--- config.mk ---
export PLATFORM = sky130hd
export DESIGN_NAME = triple_buf_ctrl
export DESIGN_NICKNAME = d
export VERILOG_FILES = /design/src/rtl/tbuf_pkg.sv /design/src/rtl/tbuf_addr_map.sv /design/src/rtl/tbuf_read_track.sv /design/src/rtl/tbuf_rotator.sv /design/src/rtl/triple_buf_ctrl.sv
export SDC_FILE = /design/constraint.sdc
export NUM_CORES = 1
export LEC_CHECK = 0
export CORE_MARGIN = 2
export CORE_UTILIZATION = 33
export CTS_CLUSTER_SIZE = 40
export DETAILED_ROUTE_END_ITERATION = 10
export PLACE_DENSITY = 0.79
export SETUP_SLACK_MARGIN = 0.3
export SLEW_MARGIN = 10
export SYNTH_ARGS = -nofsm -noshare
export SYNTH_HDL_FRONTEND = slang
export SYNTH_SLANG_ARGS = --single-unit
--- constraint.sdc ---
create_clock -name clk -period 1.82 [get_ports clk]
set_clock_uncertainty 0.05 [all_clocks]
set_input_delay 0.364 -clock clk [delete_from_list [all_inputs] [get_ports clk]]
set_output_delay 0.364 -clock clk [all_outputs]
set_load 0.02 [all_outputs]
--- src/rtl/tbuf_pkg.sv ---
package tbuf_pkg;
   localparam int NBUF = 3;
   localparam int IDX_W = 2;

   typedef logic [IDX_W-1:0] bidx_t;

   // Index of the buffer that is neither a nor b (a != b, both < 3).
   function automatic bidx_t tbuf_other(input bidx_t a, input bidx_t b);
      return bidx_t'(2'd3 - a - b);
   endfunction
endpackage

--- src/rtl/tbuf_addr_map.sv ---
module tbuf_addr_map
   import tbuf_pkg::*;
#(
   parameter int                ADDR_W      = 32,
   parameter logic [ADDR_W-1:0] BASE_ADDR   = 32'h1000_0000,
   parameter int unsigned       FRAME_BYTES = 32'h0024_0000
) (
   input  bidx_t             idx,
   output logic [ADDR_W-1:0] addr
);
   logic [ADDR_W-1:0] slot_base [NBUF];

   for (genvar g = 0; g < NBUF; g++) begin : g_slot
      assign slot_base[g] = BASE_ADDR + ADDR_W'(longint'(g) * longint'(FRAME_BYTES));
   end

   always_comb begin
      addr = slot_base[0];
      for (int k = 1; k < NBUF; k++) begin
         if (idx == bidx_t'(k)) addr = slot_base[k];
      end
   end
endmodule

--- src/rtl/tbuf_read_track.sv ---
module tbuf_read_track (
   input  logic clk,
   input  logic rst,
   input  logic rd_start,
   input  logic rd_done,
   output logic take,
   output logic active
);
   always_comb take = rd_start && (!active || rd_done);

   always_ff @(posedge clk) begin
      if (rst)          active <= 1'b0;
      else if (take)    active <= 1'b1;
      else if (rd_done) active <= 1'b0;
   end

   // a frame-done without a new start leaves the reader idle
   a_r10_done_clears: assert property (@(posedge clk) disable iff (rst)
      (rd_done && !rd_start) |=> !active);
   // an accepted start leaves the reader busy
   a_r10_start_marks_busy: assert property (@(posedge clk) disable iff (rst)
      take |=> active);
endmodule

--- src/rtl/tbuf_rotator.sv ---
module tbuf_rotator
   import tbuf_pkg::*;
(
   input  logic  clk,
   input  logic  rst,
   input  logic  take,
   input  logic  wr_done,
   output bidx_t rd_idx,
   output bidx_t wr_idx,
   output logic  stall
);
   bidx_t rd_q, wr_q, pend_q;
   logic  pv_q, stall_q;
   bidx_t rd_n, wr_n, pend_n;
   logic  pv_n, stall_n;

   always_comb begin
      rd_n    = rd_q;
      wr_n    = wr_q;
      pend_n  = pend_q;
      pv_n    = pv_q;
      stall_n = stall_q;
      if (stall_q) begin
         // writer holds a finished frame, another one waits ahead of it
         if (take) begin
            rd_n    = pend_q;
            pend_n  = wr_q;
            wr_n    = rd_q;
            pv_n    = 1'b1;
            stall_n = 1'b0;
         end
      end else if (pv_q) begin
         unique case ({take, wr_done})
            2'b10: begin
               rd_n = pend_q;
               pv_n = 1'b0;
            end
            2'b01: stall_n = 1'b1;
            2'b11: begin
               rd_n   = pend_q;
               pend_n = wr_q;
               wr_n   = rd_q;
               pv_n   = 1'b1;
            end
            default: ;
         endcase
      end else if (wr_done) begin
         pend_n = wr_q;
         wr_n   = tbuf_other(rd_q, wr_q);
         pv_n   = 1'b1;
      end
   end

   always_ff @(posedge clk) begin
      if (rst) begin
         rd_q    <= bidx_t'(0);
         wr_q    <= bidx_t'(1);
         pend_q  <= bidx_t'(2);
         pv_q    <= 1'b0;
         stall_q <= 1'b0;
      end else begin
         rd_q    <= rd_n;
         wr_q    <= wr_n;
         pend_q  <= pend_n;
         pv_q    <= pv_n;
         stall_q <= stall_n;
      end
   end

   assign rd_idx = rd_q;
   assign wr_idx = wr_q;
   assign stall  = stall_q;

   // ownership stays disjoint
   a_r3_distinct: assert property (@(posedge clk) disable iff (rst)
      (rd_q != wr_q) && (!pv_q || (pend_q != rd_q && pend_q != wr_q)));
   // a stall only exists with a waiting frame
   a_r7_stall_has_waiting: assert property (@(posedge clk) disable iff (rst)
      stall_q |-> pv_q);
   // finish on top of a waiting frame stalls the writer in place
   a_r7_stall_rise: assert property (@(posedge clk) disable iff (rst)
      (pv_q && !stall_q && wr_done && !take) |=> (stall_q && $stable(wr_q)));
   // writer keeps its buffer while stalled and unserved
   a_r8_hold_writer: assert property (@(posedge clk) disable iff (rst)
      (stall_q && !take) |=> $stable(wr_q) && stall_q);
   // finish with nothing waiting moves writer to the third buffer
   a_r4_move_writer: assert property (@(posedge clk) disable iff (rst)
      (!pv_q && wr_done) |=> (wr_q != $past(wr_q) && wr_q != $past(rd_q) && !stall_q));
   // start with nothing waiting repeats
   a_r5_repeat: assert property (@(posedge clk) disable iff (rst)
      (!pv_q && take) |=> rd_q == $past(rd_q));
   // start with a frame waiting takes it
   a_r6_take_waiting: assert property (@(posedge clk) disable iff (rst)
      (pv_q && take) |=> rd_q == $past(pend_q));
endmodule

--- src/rtl/triple_buf_ctrl.sv ---
module triple_buf_ctrl
   import tbuf_pkg::*;
#(
   parameter int                ADDR_W          = 32,
   parameter logic [ADDR_W-1:0] BASE_ADDR       = 32'h1000_0000,
   parameter int                H_PIXELS        = 1024,
   parameter int                V_LINES         = 768,
   parameter int                BYTES_PER_PIXEL = 3
) (
   input  logic              clk,
   input  logic              rst,
   input  logic              wr_frame_done,
   input  logic              rd_frame_start,
   input  logic              rd_frame_done,
   output logic [ADDR_W-1:0] wr_base,
   output logic [ADDR_W-1:0] rd_base,
   output logic              wr_stall
);
   localparam int unsigned FRAME_BYTES = H_PIXELS * V_LINES * BYTES_PER_PIXEL;
   localparam longint unsigned REGION_END =
      longint'(BASE_ADDR) + longint'(NBUF) * longint'(FRAME_BYTES);
   localparam logic [ADDR_W-1:0] TOP_SLOT =
      BASE_ADDR + ADDR_W'(longint'(NBUF - 1) * longint'(FRAME_BYTES));

   initial begin : p_cfg_check
      a_cfg_dims: assert (H_PIXELS > 0 && V_LINES > 0 && BYTES_PER_PIXEL > 0)
         else $fatal(1, "frame dimensions must be positive");
      a_cfg_fit: assert (ADDR_W >= 8 && ADDR_W <= 48 &&
                         REGION_END <= (64'd1 << ADDR_W))
         else $fatal(1, "buffer region does not fit the address width");
   end

   logic  take, rd_active;
   bidx_t rd_idx, wr_idx;

   tbuf_read_track u_track (
      .clk      (clk),
      .rst      (rst),
      .rd_start (rd_frame_start),
      .rd_done  (rd_frame_done),
      .take     (take),
      .active   (rd_active)
   );

   tbuf_rotator u_rot (
      .clk     (clk),
      .rst     (rst),
      .take    (take),
      .wr_done (wr_frame_done),
      .rd_idx  (rd_idx),
      .wr_idx  (wr_idx),
      .stall   (wr_stall)
   );

   tbuf_addr_map #(.ADDR_W(ADDR_W), .BASE_ADDR(BASE_ADDR), .FRAME_BYTES(FRAME_BYTES))
   u_wr_map (.idx(wr_idx), .addr(wr_base));

   tbuf_addr_map #(.ADDR_W(ADDR_W), .BASE_ADDR(BASE_ADDR), .FRAME_BYTES(FRAME_BYTES))
   u_rd_map (.idx(rd_idx), .addr(rd_base));

   // reset lands on the fixed starting assignment
   a_r1_reset_state: assert property (@(posedge clk)
      rst |=> (rd_base == BASE_ADDR &&
               wr_base == BASE_ADDR + ADDR_W'(FRAME_BYTES) && !wr_stall));
   // addresses lie on a buffer boundary inside the region
   a_r2_rd_slot: assert property (@(posedge clk) disable iff (rst)
      rd_base >= BASE_ADDR && rd_base <= TOP_SLOT &&
      ((rd_base - BASE_ADDR) % ADDR_W'(FRAME_BYTES)) == '0);
   a_r2_wr_slot: assert property (@(posedge clk) disable iff (rst)
      wr_base >= BASE_ADDR && wr_base <= TOP_SLOT &&
      ((wr_base - BASE_ADDR) % ADDR_W'(FRAME_BYTES)) == '0);
   // at the ports the two addresses never coincide
   a_r3_ports_differ: assert property (@(posedge clk) disable iff (rst)
      wr_base != rd_base);
   // a repeated start inside an active read frame changes nothing
   a_r10_busy_start_ignored: assert property (@(posedge clk) disable iff (rst)
      (rd_active && rd_frame_start && !rd_frame_done) |=> $stable(rd_base));
endmodule

==> out/metrics.csv <==
metric,value,unit
Hold WS,0.417,ns
worst setup path start,u_rot.rd_idx[0],
Max VDD drop,0.265,mV
DP Area,843,µm²
complex-gate fraction of the synthesized area,8.68,%
# setup viols final,0,
Worst EP arrival,1.68,ns
Synth Flop Type,dfxtp_1,
largest net degree at the start of global routing,11,
Initial Util,33.8,%
required time of the worst setup path,1.98,ns
CTS buffer count,3,
syn_area_per_cell,8.04,µm²
layout cell share with drive strength beyond 1,27.1,%
fin area,931,µm²
clk sinks,9,
min cycle time layout,1.52,ns
Setup crit end kind,register,
P&R area growth vs syn,2.48,%
FMAX,656,MHz
Clock Latency Late Sink,0.27,ns
Hold Crit Class,register to register,
multiplexer area fraction after synthesis,4.41,%
vias in the first global route,435,
CP Launch Type,register,
chip height,56.5,µm
Worst Setup Path Type,register to register,
routed via count,603,
synth top area cells,"buf_4, dfxtp_1, mux2i_1",
Die X,56.5,µm
RSZ-0062 raised after global routing,true,
Clock Tree Buf Depth,2,
crit-path max FO,5,
"Seq/Total Area, Yosys",19.8,%
1st-iter DRT viols,4,
"top cells by count, synth","buf_4, dfxtp_1, nor2_1, nor2b_1",
Final Routed Wirelength,1380,µm
Yosys top cell area share,49.6,%
Tcrit/Tclk final,83.7,%
synth unique cells,26,
CTS H-tree lvls,1,
clock root buffer,clkbuf_4,
setup TNS,0,ns
post-DP HPWL,968,µm
Die Area,3190,µm²
routability cong.,0.826,
Wirelength per Cell,8.61,µm
Buffers on Ports,13,
first-pass GRT wire length,1960,µm
core area,2690,µm²
synthesized cell area,908,µm²
n_diodes,0,
leakage,0.499,nW
gr usage total,8.15,%
DR DRC count,0,
Max Slew Vio Count,0,
post-synthesis simple-gate area fraction,13.9,%
clk slew on worst S/H paths,0.07,ns
Final ANT Viol Nets,0,
Synth area leader,buf_4,
Final Hold Vio Count,0,
Rows,19,
initial antenna violation count,0,
MaxCap Viol Count,0,
min-delay src,u_rot.pend_q[0],
Adder-Cell Fraction of Synth Area,1.38,%
asr flop ratio synth,0,%
Pwr Density,684,nW/µm²
vias per std cell,3.77,
I/O Pins,70,
Yosys warning count,0,
outcome,"complete, no violations",
Fill cells,299,
Worst R2R Start,u_rot.rd_idx[0],
cts-stage hold buffer count,0,
Post-synth EDFFs,0,
Synth Register Bits,9,
Nets,136,
Pre-antenna DRT Iters,4,
total global routing overflow,0,
TritonCTS clock tree,yes,
largest family of logic cells by synthesized area,buffers and inverters,
most frequent cell after synthesis,buf_4,
Synth Area in XOR/XNOR,0,%
Post-Synthesis Cells,113,
power breakdown:
group          switching (mW)  total (mW)  internal [mW]  leakage (nW)
clock network          0.0814       0.163         0.0814        0.0177
registers              0.0186       0.232          0.213        0.0771
logic                   0.172       0.243         0.0710         0.404
total                   0.272       0.637          0.365         0.499
sequential cells by signal (all words and copies together), names as in the netlist:
name	flops
u_rot.pv_q	1
u_track.active	1
u_rot.pend_q	2
u_rot.rd_idx	2
u_rot.wr_idx	2
u_rot.stall	1
timing repair:
| item | in CTS | in global routing |
|---|---|---|
| buffers inserted | 3 | 2 |
| resized for setup | 29 | 18 |
| endpoints found under the setup margin | 11 | 12 |
| pin swaps | 1 | 1 |
area by class of cell:
| class | instances | area, µm² | area share [%] |
|---|---|---|---|
| multi-input combinational | 95 | 510 | 54.8 |
| sequential | 9 | 196 | 21.1 |
| timing repair buffer | 20 | 154 | 16.5 |
| tap | 31 | 38.8 | 4.17 |
| clock buffer | 3 | 22.5 | 2.42 |
| clock inverter | 1 | 5.00 | 0.538 |
| inverter | 1 | 3.75 | 0.403 |
metrics by stage:
stage	std cells	worst slack (ns)	utilization (%)	power, mW
6_report	160	0.296	34.7	0.637
2_1_floorplan	167	0.269	-	0.513
5_1_grt	160	0.262	34.7	0.669
3_5_place_dp	151	0.0389	31.4	0.467
3_3_place_gp	151	0.0620	31.4	0.465
4_1_cts	158	0.215	33.9	0.632
critical path, cell delays in order (launching register included):
cell	delay, ns
dfxtp_4	0.36
ha_2	0.20
or4_1	0.47
a211o_1	0.28
a21oi_2	0.11
layout by cell type, fill, tap and decap left out, drive strengths merged, types with 2 or more instances in the layout:
cell type / Yosys / final
buf: 60 / 11
a21oi: 4 / 4
dfxtp: 9 / 9
nor2: 6 / 6
o21ai: 2 / 2
clkdlybuf4s50: 0 / 4
a211o: 2 / 2
clkbuf: 2 / 5
nand2b: 3 / 3
clkdlybuf4s15: 0 / 2
mux2i: 4 / 4
conb: 2 / 56
nor2b: 6 / 6
cell families after synthesis:
group | after synthesis
AOI/OAI and AO/OA | 12
adders and majority gates | 1
buffers and inverters | 63
DFF | 9
muxes | 4
other | 2
and+or+nand+nor | 22
path summary, 6_finish.rpt:
check	to	cells after the start	slack (ns)
max	u_rot.wr_idx[1]	4	0.30
max reg2reg	u_rot.wr_idx[1]	4	0.30
min reg2reg	u_rot.pend_q[0]	2	0.42
min	u_rot.pend_q[0]	2	0.42
layer usage:
| metal | global-route usage [%] | wire length (µm) | vias up |
|---|---|---|---|
| met5 | 0 | 0 | - |
| met4 | 5.10 | 21 | 0 |
| met3 | 3.46 | 137 | 4 |
| met2 | 14.0 | 744 | 39 |
| met1 | 8.01 | 475 | 275 |
| li1 | - | - | 285 |
(Power assumes the default switching activity.)
